$ cat src/rtl/rx_chain_dma_pkg.sv
package rx_chain_dma_pkg;

  typedef enum logic [2:0] {
    ST_IDLE,
    ST_RD_BUF,
    ST_RD_LEN,
    ST_RD_NXT,
    ST_TAKE,
    ST_PUT,
    ST_STAT,
    ST_DROP
  } walk_state_e;

  // word offsets inside one descriptor
  localparam int unsigned OFS_BUF  = 0;
  localparam int unsigned OFS_LEN  = 1;
  localparam int unsigned OFS_NXT  = 2;
  localparam int unsigned OFS_STAT = 3;

  // host register select codes
  localparam logic [1:0] SEL_HEAD = 2'd0;
  localparam logic [1:0] SEL_EN   = 2'd1;
  localparam logic [1:0] SEL_ACK  = 2'd2;

endpackage

$ cat src/rtl/rx_chain_hostregs.sv
module rx_chain_hostregs
  import rx_chain_dma_pkg::*;
#(
  parameter int unsigned W = 32
) (
  input  logic         clk,
  input  logic         rst,
  input  logic         reg_wr,
  input  logic [1:0]   reg_sel,
  input  logic [W-1:0] reg_wdata,
  input  logic         done_evt,
  input  logic         ovr_evt,
  output logic         enable,
  output logic         head_we,
  output logic [W-1:0] head_val,
  output logic         irq,
  output logic         overrun
);

  logic ack_wr;

  assign ack_wr   = reg_wr && (reg_sel == SEL_ACK);
  assign head_we  = reg_wr && (reg_sel == SEL_HEAD);
  assign head_val = reg_wdata;

  always_ff @(posedge clk) begin
    if (rst) begin
      enable  <= 1'b0;
      irq     <= 1'b0;
      overrun <= 1'b0;
    end else begin
      if (reg_wr && (reg_sel == SEL_EN)) enable <= reg_wdata[0];
      if (done_evt)    irq <= 1'b1;
      else if (ack_wr) irq <= 1'b0;
      if (ovr_evt)     overrun <= 1'b1;
      else if (ack_wr) overrun <= 1'b0;
    end
  end

endmodule

$ cat src/rtl/rx_chain_walker.sv
module rx_chain_walker
  import rx_chain_dma_pkg::*;
#(
  parameter int unsigned W  = 32,
  parameter int unsigned LW = 16
) (
  input  logic         clk,
  input  logic         rst,
  input  logic         enable,
  input  logic         head_we,
  input  logic [W-1:0] head_val,
  input  logic         in_valid,
  input  logic [W-1:0] in_data,
  input  logic         in_last,
  output logic         in_ready,
  output logic         mem_req,
  output logic         mem_we,
  output logic [W-1:0] mem_addr,
  output logic [W-1:0] mem_wdata,
  input  logic [W-1:0] mem_rdata,
  input  logic         mem_ack,
  output logic         done_evt,
  output logic         ovr_evt
);

  localparam int unsigned OWN_BIT  = W - 1;
  localparam int unsigned DONE_BIT = W - 1;
  localparam int unsigned EOP_BIT  = W - 2;

  walk_state_e  state;
  logic [W-1:0] ptr;
  logic [W-1:0] buf_base;
  logic [W-1:0] nxt;
  logic [LW-1:0] buf_len;
  logic [LW-1:0] cnt;
  logic          last_q;
  logic          eop_q;
  logic [LW-1:0] cnt_inc;

  assign cnt_inc  = cnt + 1'b1;
  assign in_ready = (state == ST_TAKE) || (state == ST_DROP);
  assign done_evt = (state == ST_STAT) && mem_ack;
  assign ovr_evt  = ((state == ST_IDLE) && !head_we && enable &&
                     (ptr == '0) && in_valid) ||
                    ((state == ST_STAT) && mem_ack && !eop_q && (nxt == '0));

  function automatic logic [W-1:0] stat_word(input logic eop, input logic [LW-1:0] n);
    logic [W-1:0] s;
    s           = '0;
    s[LW-1:0]   = n;
    s[DONE_BIT] = 1'b1;
    s[EOP_BIT]  = eop;
    return s;
  endfunction

  always_ff @(posedge clk) begin
    if (rst) begin
      state     <= ST_IDLE;
      ptr       <= '0;
      buf_base  <= '0;
      nxt       <= '0;
      buf_len   <= '0;
      cnt       <= '0;
      last_q    <= 1'b0;
      eop_q     <= 1'b0;
      mem_req   <= 1'b0;
      mem_we    <= 1'b0;
      mem_addr  <= '0;
      mem_wdata <= '0;
    end else begin
      unique case (state)
        ST_IDLE: begin
          if (head_we) begin
            ptr <= head_val;
          end else if (enable && (ptr != '0)) begin
            mem_req  <= 1'b1;
            mem_we   <= 1'b0;
            mem_addr <= ptr + W'(OFS_BUF);
            state    <= ST_RD_BUF;
          end else if (enable && in_valid) begin
            state <= ST_DROP;
          end
        end
        ST_RD_BUF: if (mem_ack) begin
          buf_base <= mem_rdata;
          mem_addr <= ptr + W'(OFS_LEN);
          state    <= ST_RD_LEN;
        end
        ST_RD_LEN: if (mem_ack) begin
          if (!mem_rdata[OWN_BIT]) begin
            ptr     <= '0;
            mem_req <= 1'b0;
            state   <= ST_IDLE;
          end else begin
            buf_len  <= mem_rdata[LW-1:0];
            mem_addr <= ptr + W'(OFS_NXT);
            state    <= ST_RD_NXT;
          end
        end
        ST_RD_NXT: if (mem_ack) begin
          nxt     <= mem_rdata;
          mem_req <= 1'b0;
          cnt     <= '0;
          state   <= ST_TAKE;
        end
        ST_TAKE: if (in_valid) begin
          last_q    <= in_last;
          mem_req   <= 1'b1;
          mem_we    <= 1'b1;
          mem_addr  <= buf_base + W'(cnt);
          mem_wdata <= in_data;
          state     <= ST_PUT;
        end
        ST_PUT: if (mem_ack) begin
          cnt <= cnt_inc;
          if (last_q || (cnt_inc == buf_len)) begin
            eop_q     <= last_q;
            mem_addr  <= ptr + W'(OFS_STAT);
            mem_wdata <= stat_word(last_q, cnt_inc);
            state     <= ST_STAT;
          end else begin
            mem_req <= 1'b0;
            state   <= ST_TAKE;
          end
        end
        ST_STAT: if (mem_ack) begin
          ptr <= nxt;
          if (eop_q) begin
            mem_req <= 1'b0;
            state   <= ST_IDLE;
          end else if (nxt == '0) begin
            mem_req <= 1'b0;
            state   <= ST_DROP;
          end else begin
            mem_we   <= 1'b0;
            mem_addr <= nxt + W'(OFS_BUF);
            state    <= ST_RD_BUF;
          end
        end
        ST_DROP: if (in_valid && in_last) begin
          state <= ST_IDLE;
        end
        default: state <= ST_IDLE;
      endcase
    end
  end

endmodule

$ cat src/rtl/rx_chain_dma.sv
module rx_chain_dma #(
  parameter int unsigned W  = 32,
  parameter int unsigned LW = 16
) (
  input  logic         clk,
  input  logic         rst,
  input  logic         reg_wr,
  input  logic [1:0]   reg_sel,
  input  logic [W-1:0] reg_wdata,
  output logic         irq,
  output logic         overrun,
  input  logic         in_valid,
  input  logic [W-1:0] in_data,
  input  logic         in_last,
  output logic         in_ready,
  output logic         mem_req,
  output logic         mem_we,
  output logic [W-1:0] mem_addr,
  output logic [W-1:0] mem_wdata,
  input  logic [W-1:0] mem_rdata,
  input  logic         mem_ack
);

  logic         enable;
  logic         head_we;
  logic [W-1:0] head_val;
  logic         done_evt;
  logic         ovr_evt;

  rx_chain_hostregs #(.W(W)) u_regs (
    .clk       (clk),
    .rst       (rst),
    .reg_wr    (reg_wr),
    .reg_sel   (reg_sel),
    .reg_wdata (reg_wdata),
    .done_evt  (done_evt),
    .ovr_evt   (ovr_evt),
    .enable    (enable),
    .head_we   (head_we),
    .head_val  (head_val),
    .irq       (irq),
    .overrun   (overrun)
  );

  rx_chain_walker #(.W(W), .LW(LW)) u_walk (
    .clk       (clk),
    .rst       (rst),
    .enable    (enable),
    .head_we   (head_we),
    .head_val  (head_val),
    .in_valid  (in_valid),
    .in_data   (in_data),
    .in_last   (in_last),
    .in_ready  (in_ready),
    .mem_req   (mem_req),
    .mem_we    (mem_we),
    .mem_addr  (mem_addr),
    .mem_wdata (mem_wdata),
    .mem_rdata (mem_rdata),
    .mem_ack   (mem_ack),
    .done_evt  (done_evt),
    .ovr_evt   (ovr_evt)
  );

endmodule

$ cat config.mk
export PLATFORM = sky130hd
export DESIGN_NAME = rx_chain_dma
export DESIGN_NICKNAME = d
export VERILOG_FILES = /design/src/rtl/rx_chain_dma_pkg.sv /design/src/rtl/rx_chain_hostregs.sv /design/src/rtl/rx_chain_walker.sv /design/src/rtl/rx_chain_dma.sv
export SDC_FILE = /design/constraint.sdc
export NUM_CORES = 1
export LEC_CHECK = 0
export BUFFER_PORTS_ARGS = -buffer_cell sky130_fd_sc_hd__buf_2
export CORE_MARGIN = 5
export CORE_UTILIZATION = 38
export CTS_CLUSTER_DIAMETER = 60
export DETAILED_ROUTE_END_ITERATION = 7
export PLACE_DENSITY = 0.65
export RECOVER_POWER = 25
export SLEW_MARGIN = 20
export SYNTH_ARGS = -nofsm -noshare
export SYNTH_HDL_FRONTEND = slang
export SYNTH_SLANG_ARGS = --single-unit
$ cat constraint.sdc
create_clock -name clk -period 3.2 [get_ports clk]
set_input_delay 0.64 -clock clk [delete_from_list [all_inputs] [get_ports clk]]
set_output_delay 0.64 -clock clk [all_outputs]
set_load 0.01 [all_outputs]
==> flow_results.org, run 1 <==
** Global route
- The total overflow left after global routing is 0.
- The number of antenna violations at the first check in global routing is 1.
- Entering global routing, the biggest net connects 81 pins.
- Wire length of the first global-routing pass :: 70930 um
- In the global route stage, overall resource usage came out at 0.2480.
- Vias in the first global route :: 12.30k

** Timing
- Counting I/O delays and the setup requirement, the final critical path takes 3.032 ns.
- Worst hold slack :: 0.3457 ns
- Setup violations remaining at the end of the flow were counted as 0.
- Max transition margin :: 0.5256
- Peak clock frequency supported by timing :: 0.3299 GHz
- The count of pins over their slew limit was 0.
- Post-route clock skew :: 0.01478 ns
- Setup repair after global routing left no endpoint under its margin.
- Hold Fails Final Rpt :: 0
- Slew at the pin closest to its max-slew limit :: 0.7096 ns
- Dividing the final minimum period by the clock period gives 0.9474.

** Logic synthesis
- Number of synthesized flops with an enable pin :: 0
- Synth Cell Area :: 11900 um^2
- Main synth FF type :: dfxtp_1
- Mean instance size in the synthesized netlist :: 7.362 um^2
- Synthesis instantiated 79 different standard cells from the library.
- Fraction of registers with async set or reset after synthesis :: 0
- Share of synthesized area occupied by flip-flops and latches :: 0.3399
- The number of nets handed over by synthesis was 1741.
- Total number of yosys warnings :: 0
- In the synthesized netlist, the number of instances is 1616.
- Count of state elements after synthesis :: 202

** Critical path
- Data arrival at the endpoint of the critical path :: 3.46 ns
- The worst setup path is captured at a flip-flop.
- WP data required :: 3.63 ns
- Along the worst path, the maximum fanout reaches 16.
- STA classifies the critical path startpoint as a flip-flop.
- By startpoint and endpoint, the worst setup path is classified as flip-flop to flip-flop.

** Floorplanning
- After floorplanning, the core was divided into 64 placement rows.
- For this configuration, the core starts out at a cell density of 0.3869.
- In this run the standard cell core region covers 30750 um^2.
- The floorplan step set the die height to 186.9 um.
- Number of I/O pins :: 173
- Die Width :: 186.9 um
- Total Die Area :: 34940 um^2

** Detailed routing
- Final antenna-violating net count :: 0
- Via count :: 13.05k
- First-pass iteration count of the detailed router :: 5
- Using the TritonRoute via totals, the vias-per-cell ratio works out to 5.900.
- In the routed design, unresolved DRC markers number 0.
- Detailed Route WL :: 45650 um
- Dividing the detail-routed wire length by the instance count gives 20.65 um.
- DR iter-0 viols :: 1488

** Layout
- 0 antenna diodes ended up in the layout.
- In the final design database the tool counted 1921 nets.
- Share of post-route cells with drive strength above 1 :: 0.1664
- Filler cell count in the final layout :: 3109
- Final core utilization :: 0.4736
- The count of cells in the finished layout, fillers not included, comes to 2211.
- Synth-to-Final Area Change :: 22.42%

** Placed design
- Number of buffers added on ports :: 172
- The number of placed instances, taps included, is 2162.
- Post-DP HPWL :: 33990 um
- RePlAce Congestion :: 0.9688

** Clock network
- Clock-pin slew on the worst setup and hold paths :: 0.06 ns
- H-tree lvl count :: 1
- The later pin in the worst-skew pair is clocked with a latency of 0.55 ns.
- TritonCTS built the clock tree.
- Sink count of the clock tree :: 202
- No sink is reached through more buffers than the 3 on the longest clock path.
- After clock tree synthesis, the flow added hold-fix buffers numbering 0.
- The tree is rooted in a clkbuf_16.
- Clock tree synthesis inserted a total of 26 buffers.

** Worst hold path
- Worst min path class :: input port to flip-flop

** Job
- Number of maximum-capacitance violations :: 0

** Power and ir drop
- Worst IR drop on VDD :: 0.5536 mV
- Power comes to 11.17 mW.
- The analysis attributes to cell leakage a power of 5.379 nW.
- Power per cell area :: 766.7 nW/um^2

** Outcome
- The run finished with clean final reports.
## critical path, stage by stage (launching register included)
cell	delay, ns
dfxtp_1	0.45
nand4_4	0.25
nor4_4	0.44
mux2i_1	0.23
mux2i_1	0.09
a22o_1	0.29
a31oi_4	0.26
o21a_2	0.36
buf_4	0.27
mux2i_1	0.20
nor2_1	0.05
## routing by layer
layer | track usage | part of all wire | vias to the layer above
met5 | 0 | 0.00024 | -
met4 | 0.06456 | 0.029 | 2
met1 | 0.3501 | 0.44 | 6115
met2 | 0.3871 | 0.43 | 670
li1 | - | - | 6155
met3 | 0.05207 | 0.094 | 103
## kinds of logic (layout without fill, tap and decap cells)
| logic type | Yosys count | in the layout | synth area share |
|---|---|---|---|
| and+or+nand+nor | 674 | 674 | 0.2598 |
| AOI/OAI and AO/OA | 471 | 471 | 0.2529 |
| DFF | 202 | 202 | 0.3399 |
| buffers and inverters | 158 | 357 | 0.05343 |
| xor gates and xnor gates | 66 | 66 | 0.04975 |
| muxes | 24 | 24 | 0.02082 |
| adders and majority gates | 21 | 21 | 0.02335 |
## final cells by class
cell class,count,area (um^2),share of cell area
clock inverter,12,172.7,0.01186
tap,396,495.5,0.03402
clock buffer,35,704.4,0.04837
timing repair buffer,281,1678,0.1152
sequential,202,4046,0.2778
multi-input combinational,1256,7358,0.5052
inverter,29,108.9,0.007474
## through the flow
| stage | TNS (ns) | instance area, um^2 | setup slack (ns) |
|---|---|---|---|
| global route | 0 | 14560 | 0.01185 |
| floorplan | 0 | 11900 | 0.01476 |
| global placement | 0 | 13650 | 0.01318 |
| detailed placement | -0.4467 | 13650 | -0.1217 |
| finish | 0 | 14560 | 0.1683 |
| CTS | 0 | 14550 | 0.02692 |
## where the power goes
part           switching, mW  leakage [nW]  internal, mW
registers              0.315          1.64          2.93
clock network           1.21         0.421          1.81
logic                   3.13          3.32          1.77
total                   4.65          5.38          6.51
## repair_timing
action | in CTS | in global routing
endpoints found under the setup margin | 25 | 60
pin swaps | 0 | 5
hold endpoints to repair | 0 | 0
resized for setup | 5 | 17
setup buffers | 0 | 2
## worst paths after layout
path / startpoint / endpoint / slack [ns] / depth (start not counted)
max: u_walk.cnt[7] / u_walk.mem_wdata[10] / 0.17 / 10
min: in_data[17] / u_walk.mem_wdata[17] / 0.35 / 3
max reg2reg: u_walk.cnt[7] / u_walk.mem_wdata[10] / 0.17 / 10
min reg2reg: u_walk.mem_wdata[12] / u_walk.mem_wdata[12] / 0.45 / 2
## placed cells by master, fill, tap and decap left out, types with 12 or more instances in the layout
master     instances
nand2_1          272
dfxtp_1          200
a21oi_1          194
nor2_1           184
buf_2            105
buf_4            103
clkbuf_1          73
a211oi_1          55
o21ai_0           52
xnor2_1           41
a22oi_1           40
nand3_1           36
nor3_1            35
inv_1             27
and3_1            26
clkbuf_16         26
xor2_1            23
nor4_1            22
nand4_1           21
mux2i_1           18
ha_1              17
a221oi_1          13
a211o_1           12
## sequential cells by signal, indices dropped and copies added, names as in the netlist, 3 cells and up
name / cells
u_walk.state: 3
u_walk.buf_len: 16
u_walk.buf_base: 32
u_walk.cnt: 16
u_walk.mem_addr: 32
u_walk.mem_wdata: 32
u_walk.ptr: 32
u_walk.nxt: 32
## cells in the mapped netlist, types with 6 or more instances
cell	number	area, um^2
nand2_1	272	1021
dfxtp_1	202	4044
a21oi_1	197	986.0
nor2_1	191	716.9
clkbuf_1	104	390.4
a211oi_1	57	427.9
o21ai_0	53	265.3
xnor2_1	42	367.9
a22oi_1	40	300.3
nand3_1	36	180.2
nor3_1	35	175.2
inv_1	27	101.4
and3_1	26	162.7
nor4_1	24	150.1
xor2_1	23	201.4
nand4_1	21	131.4
ha_1	19	237.7
mux2i_1	18	180.2
a221oi_1	13	113.9
a211o_1	12	105.1
and2_1	10	62.56
and4_1	10	87.58
buf_2	10	50.05
o22ai_1	10	62.56
a21o_1	9	67.56
a311oi_1	8	70.07
buf_1	8	30.03
nand2b_1	8	50.05
nor2b_1	8	50.05
o311ai_0	8	70.07
a31oi_1	7	43.79
or3_1	7	43.79
buf_4	6	45.04
o211ai_1	6	45.04
Power figures use the tool's default switching activity.
==> run 2: changes to the inputs <==
PLACE_DENSITY = 0.63   (was 0.65)
clock period = 3.8 ns   (was 3.2 ns; I/O delays follow)
==> run 2 against run 1 <==
Net effect: largest power group unchanged; combinational power shrank 23%; total power fell by 16%; sequential power decreased by 12%; cell area fell by 3.5%; register-to-register slack better by 0.12 ns; clock skew shrank 0.0016 ns; sequential share of layout area increased by 0.98 points; core utilization decreased by 1.6 points.
==> flow_results.org, run 2 (synthesized netlist as in run 1, its figures left out) <==
** Layout
- Summing all non-filler instances in the final layout gives an area of 14060 um^2.
- Most frequent cells in the layout :: nand2_1 (272), dfxtp_1 (201), a21oi_1 (196)
- Compared with the post-synthesis result, the final layout area differs by 18.20%.
- Filler cell count in the final layout :: 3173
- Leaving out fill and tap cells, the most frequent cell in the layout is nand2_1.
- The number of antenna diodes in the final layout is 0.
- After the last flow step, the layout net total stands at 1864.
- Of the cells placed in the final design, the portion with a size suffix greater than 1 is 0.1340.

** Timing
- For the pin with the worst max-slew slack, the measured transition is 0.8746 ns.
- The final count of hold timing violations was 0.
- Final Cycle Share :: 0.9230
- Max transition margin :: 0.4125
- Worst hold slack :: 0.4517 ns
- Final Max Tran Viols :: 0
- For this run, the top clock speed supported by timing is 0.2851 GHz.
- Setup violators final :: 0
- Post-route clock skew :: 0.01319 ns
- RSZ-0062 raised after global routing :: false
- Period minus WS final :: 3.507 ns
- Final TNS setup :: 0 ns

** Power and ir drop
- Leakage power figure :: 5.085 nW
- In this run the power density over the cells is 663.2 nW/um^2.
- The design draws 9.326 mW.
- VDD sags by at most 0.3472 mV.

** Critical path
- Length in cells of the worst reg-to-reg path :: 11
- Beginning of the worst register-to-register path :: u_walk.cnt[0]
- List of cells traversed by the critical path :: ha_1 > nand3_2 > nor4_2 > xnor2_1 > o22ai_1 > nor4b_1 > a31oi_1 > o21a_2 > buf_4 > a211o_1 > a21oi_1
- Source of the critical timing path :: u_walk.cnt[0]
- The cell family contributing the most delay on the critical path is compound AO/OA/AOI/OAI gates.
- Counting both buffers and inverters, the worst setup path holds a total of 1.
- For this run, the slowest stage of the critical path takes 0.47 ns.
- The worst setup path is captured at a flip-flop.
- Across all register-to-register paths, the minimum setup slack is 0.29 ns.
- Startpoint class of the critical path :: flip-flop
- In this run the worst path has a maximum fanout of 23.
- Logic depth of the worst path, buffers included :: 11
- The slowest stage of the critical path is the o21a_2 cell.
- Type of the worst setup path :: flip-flop to flip-flop
- For the worst setup path, the data arrival time is 3.98 ns.
- Reg-to-Reg End :: u_walk.mem_wdata[13]
- For the worst setup path, the data required time is 4.27 ns.

** Floorplanning
- The region available for standard cell placement spans 30750 um^2.
- 173 I/O pins were placed.
- Die Width :: 186.9 um
- The die covers 34940 um^2.
- Die extent in y :: 186.9 um
- For this configuration, the core starts out at a cell density of 0.3869.
- After floorplanning, the core was divided into 64 placement rows.

** Detailed routing
- DR WL/cell :: 20.98 um
- For this block, the via count after detailed routing is 12.78k.
- Using the TritonRoute via totals, the vias-per-cell ratio works out to 5.924.
- First-pass iteration count of the detailed router :: 5
- Final antenna-violating net count :: 0
- After detailed routing, the total wire length is 45260 um.
- DRC errors left :: 0
- The first routing iteration left 1379 violations.

** Global route
- Entering global routing, the biggest net connects 103 pins.
- The first global-routing pass estimated 70540 um of wire.
- Met2 usage in global routing :: 0.3752
- For this run the aggregate overflow at the end of global routing stands at 0.
- Layer carrying the most global-route usage :: met2
- Met1 capacity usage during global routing :: 0.3583
- Grt met3 use :: 0.05356
- The number of antenna violations at the first check in global routing was 0.
- Vias in the first global route :: 11.87k
- For this run, the total global-route usage over all layers was measured as 0.2472.

** Clock network
- Clock latency on the worst-skew pair, taken at its later pin, is 0.55 ns.
- Once the clock tree was built, the setup fixing pass inserted 0 buffers.
- H-tree lvl count :: 1
- Maximum clock path buffer count :: 3
- Clock tree from TritonCTS :: done
- The root buffer cell chosen for the clock tree is clkbuf_16.
- Clock-pin slew on the worst setup and hold paths :: 0.06 ns
- PostCTS Resize Cnt :: 0
- Buffers inserted during clock tree synthesis total 28.
- Sink count of the clock tree :: 202
- Hold repair after CTS inserted 0 buffers.

** Outcome
- Status :: completed

** Placed design
- Number of buffers added on ports :: 172
- After detailed placement, the total cell area comes to 13180 um^2.
- Post-DP HPWL :: 33030 um
- The congestion estimate from routability-driven global placement came to 0.9583.

** Worst hold path
- The worst hold path terminates at u_walk.mem_wdata[31].
- Cell count of the worst hold path :: 2
- In this run the most critical hold path is launched from u_walk.mem_wdata[31].
- The worst hold path belongs to the class flip-flop to flip-flop.

** Job
- Across the run, the number of max-cap violations was 0.
[run 2: cell types whose count changed in the layout (fill, tap and decap cells not counted), sizes merged]
cell    change
buf        -59
clkbuf      -4
clkinv      +6
inv         +3
[run 2: cell type report]
class | instances | area, um^2 | share of cell area
clock buffer | 31 | 711.9 | 0.05063
clock inverter | 21 | 249.0 | 0.01771
inverter | 29 | 108.9 | 0.007742
multi-input combinational | 1256 | 7253 | 0.5158
sequential | 202 | 4045 | 0.2877
tap | 396 | 495.5 | 0.03524
timing repair buffer | 222 | 1197 | 0.08516
[run 2: worst reg2reg max path: stages (launching register included)]
cell and delay, ns:
dfxtp_1 0.33, ha_1 0.27, nand3_2 0.25, nor4_2 0.43
xnor2_1 0.22, o22ai_1 0.12, nor4b_1 0.44, a31oi_1 0.31
o21a_2 0.47, buf_4 0.24, a211o_1 0.21, a21oi_1 0.13
[run 2: where the power goes]
| group | internal [mW] | total (mW) | leakage, nW | switching (mW) |
|---|---|---|---|---|
| Clock | 1.60 | 2.69 | 0.467 | 1.09 |
| Sequential | 2.47 | 2.86 | 1.64 | 0.386 |
| Combinational | 1.31 | 3.78 | 2.98 | 2.47 |
| Total | 5.37 | 9.33 | 5.08 | 3.95 |
[run 2: worst max path at each step]
stage                                 endpoint  slack, ns
after floorplan            u_walk.mem_addr[29]       0.41
after global placement     u_walk.mem_addr[24]       0.32
after detailed placement   u_walk.mem_addr[24]       0.21
after CTS                  u_walk.mem_addr[24]       0.18
after global routing      u_walk.mem_wdata[13]      0.004
final                     u_walk.mem_wdata[13]       0.29
[run 2: through the flow]
step           cells  utilization  worst slack [ns]
3_5_place_dp    2105       0.4285            0.2092
5_1_grt         2157       0.4573          0.004297
6_report        2157       0.4573            0.2926
2_1_floorplan   1616            -            0.4070
3_3_place_gp    2105       0.4285            0.3200
4_1_cts         2157       0.4597            0.1768
[run 2: routing by layer]
layer	vias up	part of all wire
met1	5965	0.45
met2	689	0.43
li1	6043	-
met3	82	0.098
met5	-	0
met4	0	0.026
==> run 3: changes to the inputs <==
CTS_BUF_LIST = sky130_fd_sc_hd__clkbuf_8 sky130_fd_sc_hd__clkbuf_16   (was default)
CTS_CLUSTER_DIAMETER = 30   (was 60)
==> run 3 against run 2 <==
Net effect: non-clock buffer count unchanged; critical path depth unchanged; die area unchanged; flip-flop and latch count unchanged; core utilization up 2.8 points.
==> flow_results.org, run 3 (synthesized netlist as in run 1, its figures left out) <==
** Layout
- Leading cell type in the layout, fill and taps excluded :: nand2_1
- Number of antenna diodes :: 0
- In the final layout, the share of cells above drive strength 1 is 0.1524.
- The net count of the finished layout is 1887.
- Synth-to-Final Area Change :: 25.48%
- In the layout the commonest cells are nand2_1 (272), dfxtp_1 (201), a21oi_1 (196).
- With fillers left out, the area of the finished cells amounts to 14930 um^2.
- Filler cell count in the final layout :: 3098

** Clock network
- In this run the clock root is driven by a clkbuf_16.
- Clock-pin slew on the worst setup and hold paths :: 0.05 ns
- Sink count of the clock tree :: 202
- Clock latency on the worst-skew pair, taken at its later pin, is 0.56 ns.
- H-tree lvl count :: 2
- The number of clock buffers added by TritonCTS is 51.
- The clock passes through at most 3 buffers.
- Clock tree from TritonCTS :: done

** Detailed routing
- DR top layer :: met4
- Dividing the detail-routed wire length by the instance count gives 20.91 um.
- For this block, the initial DRC count from the detailed router was 1432.
- The detailed router placed 12.94k vias in this run.
- For this block, the routed nets add up to 45990 um of wire.
- Detailed route wirelength on metal3 :: 4452 um
- First-pass iteration count of the detailed router :: 8
- M1 wire length :: 20460 um
- Via-to-Cell Ratio :: 5.880
- Once detail routing completed, the nets flagged for antenna violations numbered 0.
- For this run, design rule violations remaining after detail routing come to 0.
- Summed over all nets, wire length on met2 after detailed routing comes to 19880 um.

** Global route
- Global routing finished with a remaining overflow of 0.
- Antenna violations before repair :: 0
- The via count of the first global-routing pass is 12.16k.
- Entering global routing, the biggest net connects 103 pins.
- The first global-routing pass estimated 71480 um of wire.
- For this run, the total global-route usage over all layers was measured as 0.2516.

** Placed design
- The congestion estimate from routability-driven global placement came to 0.9583.
- Number of buffers added on ports :: 172
- The wire-length estimate of the detail-placed layout is 33030 um.
- Total placed instance area :: 13180 um^2
- Post-place setup slack :: 0.2092 ns

** Critical path
- The worst setup path is of the flip-flop to flip-flop kind.
- STA classifies the critical path startpoint as a flip-flop.
- Of all nets on the critical path, the largest fanout is 23.
- For the worst setup path, the data arrival time is 4.03 ns.
- CP Capture Type :: flip-flop
- Data on the critical path is required at its endpoint by 4.27 ns.

** Timing
- The routed design could run at a clock period as short as 3.554 ns.
- Final worst-path setup slack :: 0.2461 ns
- Slew at the pin closest to its max-slew limit :: 0.8938 ns
- The final count of hold timing violations was 0.
- Headroom to the max-slew limit came out at 0.3995.
- The clock arrives with 0.02302 ns of skew.
- Final TNS setup :: 0 ns
- Setup repair after global routing left no endpoint under its margin.
- For this run, the top clock speed supported by timing is 0.2814 GHz.
- Final Max Tran Viols :: 0
- Setup violations remaining at the end of the flow were counted as 0.
- In the finished design, the share of the clock period the worst path needs comes to 0.9352.

** Job
- Number of maximum-capacitance violations :: 0

** Outcome
- The flow ran to the end, and the final reports show no timing, DRC or antenna violations.

** Floorplanning
- The floorplan step set the die width to 186.9 um.
- Effective utilization at floorplan :: 0.3869
- Die extent in y :: 186.9 um
- Number of core rows :: 64
- Core region area :: 30750 um^2
- Total Die Area :: 34940 um^2
- Number of I/O pins :: 173

** Power and ir drop
- Leakage power figure :: 5.554 nW
- Power per cell area :: 749.1 nW/um^2
- Worst IR drop on VDD :: 0.3846 mV

** Worst hold path
- The tightest min-delay check is of the input port to flip-flop type.
## run 3: cell types whose count changed in the layout (fill, tap and decap cells not counted)
cell,delta
inv_8,-3
bufinv_16,+5
clkbuf_1,-3
clkbuf_16,+24
clkinv_4,-1
clkinv_2,+7
clkbuf_8,+9
inv_1,+7
clkinvlp_4,-2
## run 3: layer usage
metal  global-route usage  up-vias
met5                    0        -
met4              0.07537        0
met3              0.06402       86
met2               0.3774      664
met1               0.3569     6080
li1                     -     6105
## run 3: cell type report
class                      count  area, um^2  area share
clock buffer                  61        1425     0.09547
clock inverter                34       402.9     0.02699
inverter                      29       108.9    0.007292
multi-input combinational   1256        7253      0.4859
tap                          396       495.5     0.03319
sequential                   202        4045      0.2710
timing repair buffer         222        1197     0.08021
## run 3: worst paths after layout
check,start,to,slack (ns),cells after the start
hold / removal,in_data[27],u_walk.mem_wdata[27],0.45,3
setup reg to reg,u_walk.cnt[0],u_walk.mem_wdata[13],0.25,11
setup / recovery,u_walk.cnt[0],u_walk.mem_wdata[13],0.25,11
hold reg to reg,u_walk.mem_wdata[4],u_walk.mem_wdata[4],0.45,2
## run 3: worst max-delay path, stage by stage, from the launching register on
cell and delay [ns]:
dfxtp_1 0.33, ha_1 0.27, nand3_2 0.25, nor4_2 0.44
xnor2_1 0.22, o22ai_1 0.12, nor4b_1 0.46, a31oi_1 0.33
o21a_2 0.47, buf_4 0.23, a211o_1 0.22, a21oi_1 0.13
## run 3: metrics by stage
stage	total power, mW	hold WS, ns	utilization	std cells
after floorplan	5.249	0.4368	-	1616
after global placement	6.588	0.4385	0.4285	2105
after detailed placement	6.624	0.4447	0.4285	2105
after CTS	11.21	0.4278	0.4879	2200
after global routing	11.75	0.4384	0.4855	2200
final	11.18	0.4499	0.4855	2200
## run 3: power breakdown
group / leakage (nW) / switching [mW] / internal [mW]
Clock: 0.937 / 1.36 / 3.19
Combinational: 2.98 / 2.46 / 1.31
Sequential: 1.64 / 0.386 / 2.48
## run 3: timing repair
item	CTS	global route
endpoints found under the setup margin	0	14
buffers inserted	0	0
resized for setup	0	3
hold buffers	0	0
